$ cat src/rtl/rf_pkg.sv
// Shared constants and types for the rectangle fill engine.
// Assumes a 32-bit register write port and 16-bit pixel coordinates.
package rf_pkg;
    localparam int CRD_W = 16;

    localparam logic [3:0] RI_CTRL  = 4'd0;
    localparam logic [3:0] RI_FG    = 4'd1;
    localparam logic [3:0] RI_BG    = 4'd2;
    localparam logic [3:0] RI_PATLO = 4'd3;
    localparam logic [3:0] RI_PATHI = 4'd4;
    localparam logic [3:0] RI_SPAN  = 4'd5;
    localparam logic [3:0] RI_CLIPX = 4'd6;
    localparam logic [3:0] RI_CTOP  = 4'd7;
    localparam logic [3:0] RI_CBOT  = 4'd8;
    localparam logic [3:0] RI_PITCH = 4'd9;
    localparam logic [3:0] RI_YRUN  = 4'd10;

    localparam logic [3:0] OPC_FILL  = 4'h4;
    localparam int         SOLID_BIT = 11;
    localparam int         PAT_BIT   = 29;
    localparam int         ROP_LSB   = 16;

    typedef enum logic [2:0] {
        ST_IDLE,
        ST_SCAN,
        ST_READ,
        ST_WAITRD,
        ST_WRITE
    } seq_state_t;
endpackage

$ cat src/rtl/rf_regs.sv
// Setup register file for the fill engine.
// Captures accepted writes. A write to the vertical-run register while the
// stored opcode is the fill opcode raises a one-cycle start pulse that is
// seen in the following cycle. Assumes wr_en is already qualified by ready.
module rf_regs
    import rf_pkg::*;
#(
    parameter int PIX_W  = 32,
    parameter int ADDR_W = 24
) (
    input  logic              clk,
    input  logic              rst_n,
    input  logic              wr_en,
    input  logic [3:0]        wr_addr,
    input  logic [31:0]       wr_data,
    output logic              start_q,
    output logic              use_solid,
    output logic              use_pat,
    output logic [3:0]        rop,
    output logic [PIX_W-1:0]  fg,
    output logic [PIX_W-1:0]  bg,
    output logic [31:0]       pat_lo,
    output logic [31:0]       pat_hi,
    output logic [CRD_W-1:0]  span_l,
    output logic [CRD_W-1:0]  span_r,
    output logic [CRD_W-1:0]  clip_l,
    output logic [CRD_W-1:0]  clip_r,
    output logic [ADDR_W-1:0] clip_top,
    output logic [ADDR_W-1:0] clip_bot,
    output logic [CRD_W-1:0]  pitch,
    output logic [CRD_W-1:0]  y_start,
    output logic [CRD_W-1:0]  y_count
);
    logic [3:0] opcode;

    // Register capture and start pulse generation
    always_ff @(posedge clk) begin
        if (!rst_n) begin
            start_q   <= 1'b0;
            opcode    <= '0;
            use_solid <= 1'b0;
            use_pat   <= 1'b0;
            rop       <= '0;
            fg        <= '0;
            bg        <= '0;
            pat_lo    <= '0;
            pat_hi    <= '0;
            span_l    <= '0;
            span_r    <= '0;
            clip_l    <= '0;
            clip_r    <= '1;
            clip_top  <= '0;
            clip_bot  <= '1;
            pitch     <= '0;
            y_start   <= '0;
            y_count   <= '0;
        end else begin
            start_q <= 1'b0;
            if (wr_en) begin
                case (wr_addr)
                    RI_CTRL: begin
                        opcode    <= wr_data[3:0];
                        use_solid <= wr_data[SOLID_BIT];
                        use_pat   <= wr_data[PAT_BIT];
                        rop       <= wr_data[ROP_LSB +: 4];
                    end
                    RI_FG:    fg       <= wr_data[PIX_W-1:0];
                    RI_BG:    bg       <= wr_data[PIX_W-1:0];
                    RI_PATLO: pat_lo   <= wr_data;
                    RI_PATHI: pat_hi   <= wr_data;
                    RI_SPAN: begin
                        span_l <= wr_data[CRD_W-1:0];
                        span_r <= wr_data[2*CRD_W-1:CRD_W];
                    end
                    RI_CLIPX: begin
                        clip_l <= wr_data[CRD_W-1:0];
                        clip_r <= wr_data[2*CRD_W-1:CRD_W];
                    end
                    RI_CTOP:  clip_top <= wr_data[ADDR_W-1:0];
                    RI_CBOT:  clip_bot <= wr_data[ADDR_W-1:0];
                    RI_PITCH: pitch    <= wr_data[CRD_W-1:0];
                    RI_YRUN: begin
                        y_count <= wr_data[CRD_W-1:0];
                        y_start <= wr_data[2*CRD_W-1:CRD_W];
                        start_q <= (opcode == OPC_FILL);
                    end
                    default: ;
                endcase
            end
        end
    end
endmodule

$ cat src/rtl/rf_shade.sv
// Per-pixel colour path: chooses the source (solid foreground or expanded
// pattern bit) and merges it with the destination through the raster
// operation. Purely combinational. Also reports whether the operation
// reads the destination.
module rf_shade #(
    parameter int PIX_W = 32
) (
    input  logic             use_solid,
    input  logic             use_pat,
    input  logic [3:0]       rop,
    input  logic [PIX_W-1:0] fg,
    input  logic [PIX_W-1:0] bg,
    input  logic [31:0]      pat_lo,
    input  logic [31:0]      pat_hi,
    input  logic [2:0]       pat_col,
    input  logic [2:0]       pat_row,
    input  logic [PIX_W-1:0] dst,
    output logic [PIX_W-1:0] px_out,
    output logic             needs_dst
);
    logic [31:0]      row_word;
    logic [7:0]       row_byte;
    logic             pat_bit;
    logic [PIX_W-1:0] src;

    // Select the pattern bit for this pixel and form the source colour
    always_comb begin
        row_word = pat_row[2] ? pat_hi : pat_lo;
        row_byte = row_word[{pat_row[1:0], 3'b000} +: 8];
        pat_bit  = row_byte[3'd7 - pat_col];
        src      = (use_pat && !use_solid && !pat_bit) ? bg : fg;
    end

    // Bitwise raster operation: truth table indexed by {src, dst}
    for (genvar i = 0; i < PIX_W; i++) begin : g_rop
        assign px_out[i] = rop[{src[i], dst[i]}];
    end

    // Destination matters when the table differs across dst values
    assign needs_dst = (rop[3] ^ rop[2]) | (rop[1] ^ rop[0]);
endmodule

$ cat src/rtl/rf_seq.sv
// Rectangle walker and memory sequencer. Loads the span on start, steps
// through pixels in raster order, skips pixels outside the clip window and
// issues read-then-write or write-only requests. One request is
// outstanding at a time. Assumes setup registers stay unchanged while busy.
module rf_seq
    import rf_pkg::*;
#(
    parameter int PIX_W  = 32,
    parameter int ADDR_W = 24
) (
    input  logic              clk,
    input  logic              rst_n,
    input  logic              start,
    input  logic [CRD_W-1:0]  span_l,
    input  logic [CRD_W-1:0]  span_r,
    input  logic [CRD_W-1:0]  clip_l,
    input  logic [CRD_W-1:0]  clip_r,
    input  logic [ADDR_W-1:0] clip_top,
    input  logic [ADDR_W-1:0] clip_bot,
    input  logic [CRD_W-1:0]  pitch,
    input  logic [CRD_W-1:0]  y_start,
    input  logic [CRD_W-1:0]  y_count,
    input  logic              needs_dst,
    input  logic [PIX_W-1:0]  shade_px,
    input  logic              mem_ack,
    input  logic              mem_rvalid,
    output logic [2:0]        pat_col,
    output logic [2:0]        pat_row,
    output logic              busy,
    output logic              mem_req,
    output logic              mem_we,
    output logic [ADDR_W-1:0] mem_addr,
    output logic [PIX_W-1:0]  mem_wdata
);
    seq_state_t          state;
    logic [CRD_W-1:0]    cur_x;
    logic [2:0]          y_low;
    logic [CRD_W-1:0]    lines;
    logic [ADDR_W-1:0]   row_base;
    logic [PIX_W-1:0]    wdata_q;
    logic [2*CRD_W-1:0]  start_base;
    logic                span_empty, in_clip, col_end, run_end, step, direct_wr;

    // Geometry decisions for the current pixel
    always_comb begin
        start_base = {{CRD_W{1'b0}}, y_start} * {{CRD_W{1'b0}}, pitch};
        span_empty = (lines == '0) || (span_r <= span_l);
        in_clip    = (cur_x >= clip_l) && (cur_x <= clip_r) &&
                     (row_base >= clip_top) && (row_base <= clip_bot);
        col_end    = ({1'b0, cur_x} + 1'b1) == {1'b0, span_r};
        run_end    = col_end && (lines == 1);
        step       = ((state == ST_SCAN) && !span_empty && !in_clip) ||
                     ((state == ST_WRITE) && mem_ack);
        direct_wr  = (state == ST_SCAN) && !span_empty && in_clip && !needs_dst;
    end

    // Pixel position, line base address and remaining line count
    always_ff @(posedge clk) begin
        if (!rst_n) begin
            cur_x    <= '0;
            y_low    <= '0;
            lines    <= '0;
            row_base <= '0;
        end else if ((state == ST_IDLE) && start) begin
            cur_x    <= span_l;
            y_low    <= y_start[2:0];
            lines    <= y_count;
            row_base <= start_base[ADDR_W-1:0];
        end else if (step) begin
            if (col_end) begin
                cur_x    <= span_l;
                y_low    <= y_low + 3'd1;
                lines    <= lines - 1'b1;
                row_base <= row_base + ADDR_W'(pitch);
            end else begin
                cur_x <= cur_x + 1'b1;
            end
        end
    end

    // Sequencer state transitions
    always_ff @(posedge clk) begin
        if (!rst_n) begin
            state <= ST_IDLE;
        end else begin
            case (state)
                ST_IDLE:   if (start) state <= ST_SCAN;
                ST_SCAN: begin
                    if (span_empty)      state <= ST_IDLE;
                    else if (in_clip)    state <= needs_dst ? ST_READ : ST_WRITE;
                    else if (run_end)    state <= ST_IDLE;
                end
                ST_READ:   if (mem_ack) state <= ST_WAITRD;
                ST_WAITRD: if (mem_rvalid) state <= ST_WRITE;
                ST_WRITE:  if (mem_ack) state <= run_end ? ST_IDLE : ST_SCAN;
                default:   state <= ST_IDLE;
            endcase
        end
    end

    // Latch the pixel value to be written
    always_ff @(posedge clk) begin
        if (!rst_n) begin
            wdata_q <= '0;
        end else if (direct_wr || ((state == ST_WAITRD) && mem_rvalid)) begin
            wdata_q <= shade_px;
        end
    end

    assign pat_col   = cur_x[2:0];
    assign pat_row   = y_low;
    assign busy      = (state != ST_IDLE);
    assign mem_req   = (state == ST_READ) || (state == ST_WRITE);
    assign mem_we    = (state == ST_WRITE);
    assign mem_addr  = row_base + ADDR_W'(cur_x);
    assign mem_wdata = wdata_q;
endmodule

$ cat src/rtl/rect_fill_engine.sv
// Top of the rectangle fill engine. Joins the register file, the colour
// path and the walker. Register writes are accepted only while idle; the
// cycle after a triggering write already counts as busy.
module rect_fill_engine #(
    parameter int PIX_W  = 32,
    parameter int ADDR_W = 24
) (
    input  logic              clk,
    input  logic              rst_n,
    input  logic              reg_wr_en,
    input  logic [3:0]        reg_addr,
    input  logic [31:0]       reg_wdata,
    output logic              reg_ready,
    output logic              busy,
    output logic              mem_req,
    output logic              mem_we,
    output logic [ADDR_W-1:0] mem_addr,
    output logic [PIX_W-1:0]  mem_wdata,
    input  logic              mem_ack,
    input  logic [PIX_W-1:0]  mem_rdata,
    input  logic              mem_rvalid
);
    import rf_pkg::*;

    logic              start_q, use_solid, use_pat, needs_dst, seq_busy;
    logic [3:0]        rop;
    logic [PIX_W-1:0]  fg, bg, shade_px;
    logic [31:0]       pat_lo, pat_hi;
    logic [CRD_W-1:0]  span_l, span_r, clip_l, clip_r, pitch, y_start, y_count;
    logic [ADDR_W-1:0] clip_top, clip_bot;
    logic [2:0]        pat_col, pat_row;

    assign busy      = seq_busy | start_q;
    assign reg_ready = !busy;

    rf_regs #(.PIX_W(PIX_W), .ADDR_W(ADDR_W)) u_regs (
        .clk(clk), .rst_n(rst_n),
        .wr_en(reg_wr_en && reg_ready), .wr_addr(reg_addr), .wr_data(reg_wdata),
        .start_q(start_q), .use_solid(use_solid), .use_pat(use_pat), .rop(rop),
        .fg(fg), .bg(bg), .pat_lo(pat_lo), .pat_hi(pat_hi),
        .span_l(span_l), .span_r(span_r), .clip_l(clip_l), .clip_r(clip_r),
        .clip_top(clip_top), .clip_bot(clip_bot), .pitch(pitch),
        .y_start(y_start), .y_count(y_count)
    );

    rf_shade #(.PIX_W(PIX_W)) u_shade (
        .use_solid(use_solid), .use_pat(use_pat), .rop(rop),
        .fg(fg), .bg(bg), .pat_lo(pat_lo), .pat_hi(pat_hi),
        .pat_col(pat_col), .pat_row(pat_row), .dst(mem_rdata),
        .px_out(shade_px), .needs_dst(needs_dst)
    );

    rf_seq #(.PIX_W(PIX_W), .ADDR_W(ADDR_W)) u_seq (
        .clk(clk), .rst_n(rst_n), .start(start_q),
        .span_l(span_l), .span_r(span_r), .clip_l(clip_l), .clip_r(clip_r),
        .clip_top(clip_top), .clip_bot(clip_bot), .pitch(pitch),
        .y_start(y_start), .y_count(y_count),
        .needs_dst(needs_dst), .shade_px(shade_px),
        .mem_ack(mem_ack), .mem_rvalid(mem_rvalid),
        .pat_col(pat_col), .pat_row(pat_row), .busy(seq_busy),
        .mem_req(mem_req), .mem_we(mem_we), .mem_addr(mem_addr), .mem_wdata(mem_wdata)
    );
endmodule

$ cat config.mk
export PLATFORM = sky130hd
export DESIGN_NAME = rect_fill_engine
export DESIGN_NICKNAME = d
export VERILOG_FILES = /design/src/rtl/rf_pkg.sv /design/src/rtl/rf_regs.sv /design/src/rtl/rf_shade.sv /design/src/rtl/rf_seq.sv /design/src/rtl/rect_fill_engine.sv
export SDC_FILE = /design/constraint.sdc
export NUM_CORES = 2
export LEC_CHECK = 0
export BUFFER_PORTS_ARGS = -buffer_cell sky130_fd_sc_hd__buf_2
export CAP_MARGIN = 20
export CORE_MARGIN = 2
export CORE_UTILIZATION = 58
export DETAILED_ROUTE_END_ITERATION = 8
export PLACE_DENSITY = 0.75
export REMOVE_ABC_BUFFERS = 1
export SLEW_MARGIN = 40
export SYNTH_ARGS = -nofsm -noshare
export SYNTH_HDL_FRONTEND = slang
export SYNTH_SLANG_ARGS = --single-unit
$ cat constraint.sdc
create_clock -name clk -period 6.8 [get_ports clk]
set_input_delay 0 -clock clk [delete_from_list [all_inputs] [get_ports clk]]
set_output_delay 0 -clock clk [all_outputs]
set_load 0.02 [all_outputs]
==> run_results.csv <==
group,metric,value,unit
setup_path,cp_common_cell,"fa_1",
logic_synthesis,synth.area.mux_share,0.0341,
cells_and_area,final_cell_mix,"728 x nand2_1, 391 x dfxtp_1, 357 x inv_1, 326 x a21oi_1, 201 x ha_1",
global_route,grt_pass1_vias,25300,
route,drt_iter0_markers,2801,
logic_synthesis,synth_top_family_by_area,"adder cells",
logic_synthesis,syn_area,29000,sq um
logic_synthesis,postSynth.asyncResetShare,0,
setup_path,cp_max_fo,17,
setup_path,slowest_stage,"fa_1",
clock_tree,cts.sinks,393,
flow_run,maxCapViolCount,0,
die,num_rows,81,
logic_synthesis,synth.distinct_cells,77,
place,hpwl,62000,um
logic_synthesis,synth-seq-cells,393,
clock_tree,worst_skew_pair.late_latency,0.59,ns
logic_synthesis,netlist_instances,3614,
clock_tree,cts_made_buffers,45,
timing,drv_slew,0,
global_route,overflow,0,
min_path,min_path_type,"input pin to flip-flop",
setup_path,rr_startpoint,"u_regs.y_start[7]",
global_route,antenna_found_initial,3,
logic_synthesis,synth-simple-area-share,0.199,
clock_tree,clockRootBuffer,"clkbuf_16",
logic_synthesis,syn_avg_cell_area,8.02,sq um
setup_path,startpoint_type,"flip-flop",
logic_synthesis,synth-warning-count,0,
die,die_h,228,um
route,wl_per_cell,20.9,um
timing,relSlewSlack,0.420,
timing,setup_tns,0,ns
logic_synthesis,seq_area_frac_synth,0.271,
timing,timing.fmax,156,MHz
timing,fin_skew,0.0249,ns
setup_path,max_stage_delay,0.58,ns
die,start_util,0.590,
setup_path,critical_path_buf_inv_count,4,
setup_path,worstPathCellList,"and2_1 > fa_1 > inv_1 > fa_1 > fa_1 > inv_1 > fa_1 > fa_1 > inv_1 > fa_1 > inv_1 > ha_1 > a21oi_1 > o21ai_0 > a31oi_1 > o21ai_0 > o21a_1 > a31oi_1 > xor2_1 > nor2_1 > o31a_1",
setup_path,end_kind,"flip-flop",
cells_and_area,areaGrowthSynthToFinish,11.5,%
place,place_congestion,0.991,
setup_path,regToRegSetupSlack,0.38,ns
die,coreArea,49200,sq um
clock_tree,cts_max_level,2,
cells_and_area,final_layout_size_suffix_gt1_frac,0.0915,
route,ant_nets,0,
setup_path,crit_arrival,6.91,ns
cells_and_area,fin_nets,4125,
global_route,grt_max_degree,132,
cells_and_area,stdcell_count,4380,
clock_tree,cts_tree,"built",
power,total_power,5.28,mW
global_route,grt_pass1_wl,143000,um
timing,tightest_slew,0.871,ns
setup_path,crit_type,"flip-flop to flip-flop",
run_status,status,"completed",
setup_path,cp-endpoint,"u_seq.row_base[22]",
power,p_per_area,163,nW/um^2
cells_and_area,final_common_cell,"nand2_1",
place,dp_cells,4233,
logic_synthesis,synth_compound_area_frac,0.184,
min_path,worstHoldStart,"reg_addr[1]",
die,pin_count,133,
power,p_leak,13.3,nW
place,io_buffers,132,
timing,setup_violations,0,
setup_path,crit_required,7.28,ns
setup_path,crit_path_start,"u_regs.y_start[7]",
timing,rsz0062_at_grt,"no",
setup_path,regToRegEndpoint,"u_seq.row_base[22]",
timing,finalHoldViolCount,0,
cells_and_area,postLayoutCoreUtil,0.657,
setup_path,critPathTopFamily,"adder cells",
route,wirelength,91500,um
cells_and_area,fillers,4183,
timing,fin_crit_sh,0.945,
logic_synthesis,synth_ff_type,"dfxtp_1",
clock_tree,clk_pin_slew,0.06,ns
global_route,grt_usage,0.356,
setup_path,ff2ff_path_depth,21,
setup_path,crit_cells,21,
route,vias_per_cell,6.06,
timing,fin_crit,6.42,ns
logic_synthesis,synth_fa_ha_area_frac,0.204,
logic_synthesis,synth_edf_count,0,
route,dr.pass1.iters,6,
die,dieArea,51800,sq um
route,drc,0,
route,vias,26600,
logic_synthesis,synth_xor_area_frac,0.0275,
power,ir_drop,194,uV
die,die_w,228,um
clock_tree,clockBufferDepth,3,
[power breakdown]
group | switching (mW) | internal [mW] | total [mW]
Clock | 1.03 | 1.49 | 2.52
Sequential | 0.0283 | 2.33 | 2.36
Combinational | 0.267 | 0.132 | 0.399
[cell families (layout without fill, tap and decap cells)]
group,Yosys count,in the layout
xor gates and xnor gates,91,91
other,0,1
muxes,81,81
buffers and inverters,595,696
and+or+nand+nor,1265,1265
AOI/OAI and AO/OA,817,817
adders and majority gates,372,372
DFF,393,393
[state kept, by name (all words and copies together) (netlist names), 24 cells and up]
| name | cells |
|---|---|
| u_regs.pat_hi | 32 |
| u_seq.mem_wdata | 32 |
| u_regs.fg | 32 |
| u_regs.clip_top | 24 |
| u_regs.pat_lo | 32 |
| u_seq.row_base | 24 |
| u_regs.clip_bot | 24 |
| u_regs.bg | 32 |
[worst min-delay path, delay by kind of cell]
kind | cells | cell delay [ns]
mux | 1 | 0.14
simple gates | 2 | 0.23
buf+inv | 1 | 0.24
[final cells by class]
type	count	area (sq um)	area share
Antenna cell	1	2.50	0.0000774
Clock buffer	69	1400	0.0433
Sequential cell	393	7870	0.244
Clock inverter	12	124	0.00383
Timing Repair Buffer	256	1810	0.0559
Multi-Input combinational cell	2626	18900	0.586
Tap cell	664	831	0.0257
Inverter	359	1360	0.0419
[routing by layer]
metal | track usage | up-vias | share of wire | routed length (um)
met5 | 0 | - | 0.00039 | 36
met4 | 0.140 | 6 | 0.047 | 4280
met3 | 0.0622 | 260 | 0.094 | 8620
met2 | 0.569 | 1271 | 0.45 | 41100
met1 | 0.480 | 12700 | 0.41 | 37500
li1 | - | 12400 | - | -
[synthesized netlist by cell type, types with 6 or more instances]
cell / instances / area (sq um)
a211o_1: 6 / 52.6
a211oi_1: 41 / 308
a21o_1: 26 / 195
a21oi_1: 326 / 1630
a221o_1: 13 / 130
a2bb2oi_1: 18 / 158
a311oi_1: 7 / 61.3
a31oi_1: 33 / 206
a32o_1: 34 / 340
and2_1: 119 / 744
and3_1: 29 / 181
buf_2: 27 / 135
clkbuf_1: 196 / 736
dfxtp_1: 393 / 7870
fa_1: 170 / 3400
ha_1: 201 / 2510
inv_1: 358 / 1340
mux2_2: 21 / 236
mux2i_1: 48 / 480
mux4_2: 12 / 270
nand2_1: 729 / 2740
nand2b_1: 18 / 113
nand3_1: 45 / 225
nand3b_1: 22 / 165
nand4_1: 25 / 156
nor2_1: 117 / 439
nor2b_1: 24 / 150
nor3_1: 49 / 245
nor3b_1: 22 / 165
nor4_1: 13 / 81.3
o2111ai_1: 14 / 123
o211ai_1: 49 / 368
o21a_1: 34 / 255
o21ai_0: 95 / 475
o22ai_1: 19 / 119
o2bb2ai_1: 45 / 394
o31a_1: 6 / 52.6
o31ai_1: 12 / 90.1
or3_1: 28 / 175
or4_1: 7 / 52.6
xnor2_1: 63 / 552
xor2_1: 28 / 245
[how the worst min path moves through the flow]
stage                    endpoint  depth (start not counted)
3_3_place_gp   u_regs.y_start[15]                          3
2_1_floorplan  u_regs.clip_bot[0]                          1
5_1_grt          u_regs.opcode[2]                          4
6_report         u_regs.opcode[3]                          4
3_5_place_dp        u_regs.fg[29]                          3
4_1_cts             u_regs.rop[3]                          4
[metrics by stage]
stage	hold WS [ns]	cell area, sq um	setup WS [ns]
floorplan	0.0619	28000	0.153
global placement	0.401	30000	0.511
detailed placement	0.405	30100	0.452
CTS	0.0288	32300	0.441
global route	0.0835	32300	0.0968
finish	0.0576	32300	0.377
[repair_timing]
| action | in CTS | in global routing |
|---|---|---|
| setup buffers | 0 | 0 |
| hold buffers | 65 | 0 |
| resized for setup | 0 | 0 |
| endpoints found under the hold margin | 318 | 0 |
(Power assumes the default switching activity.)
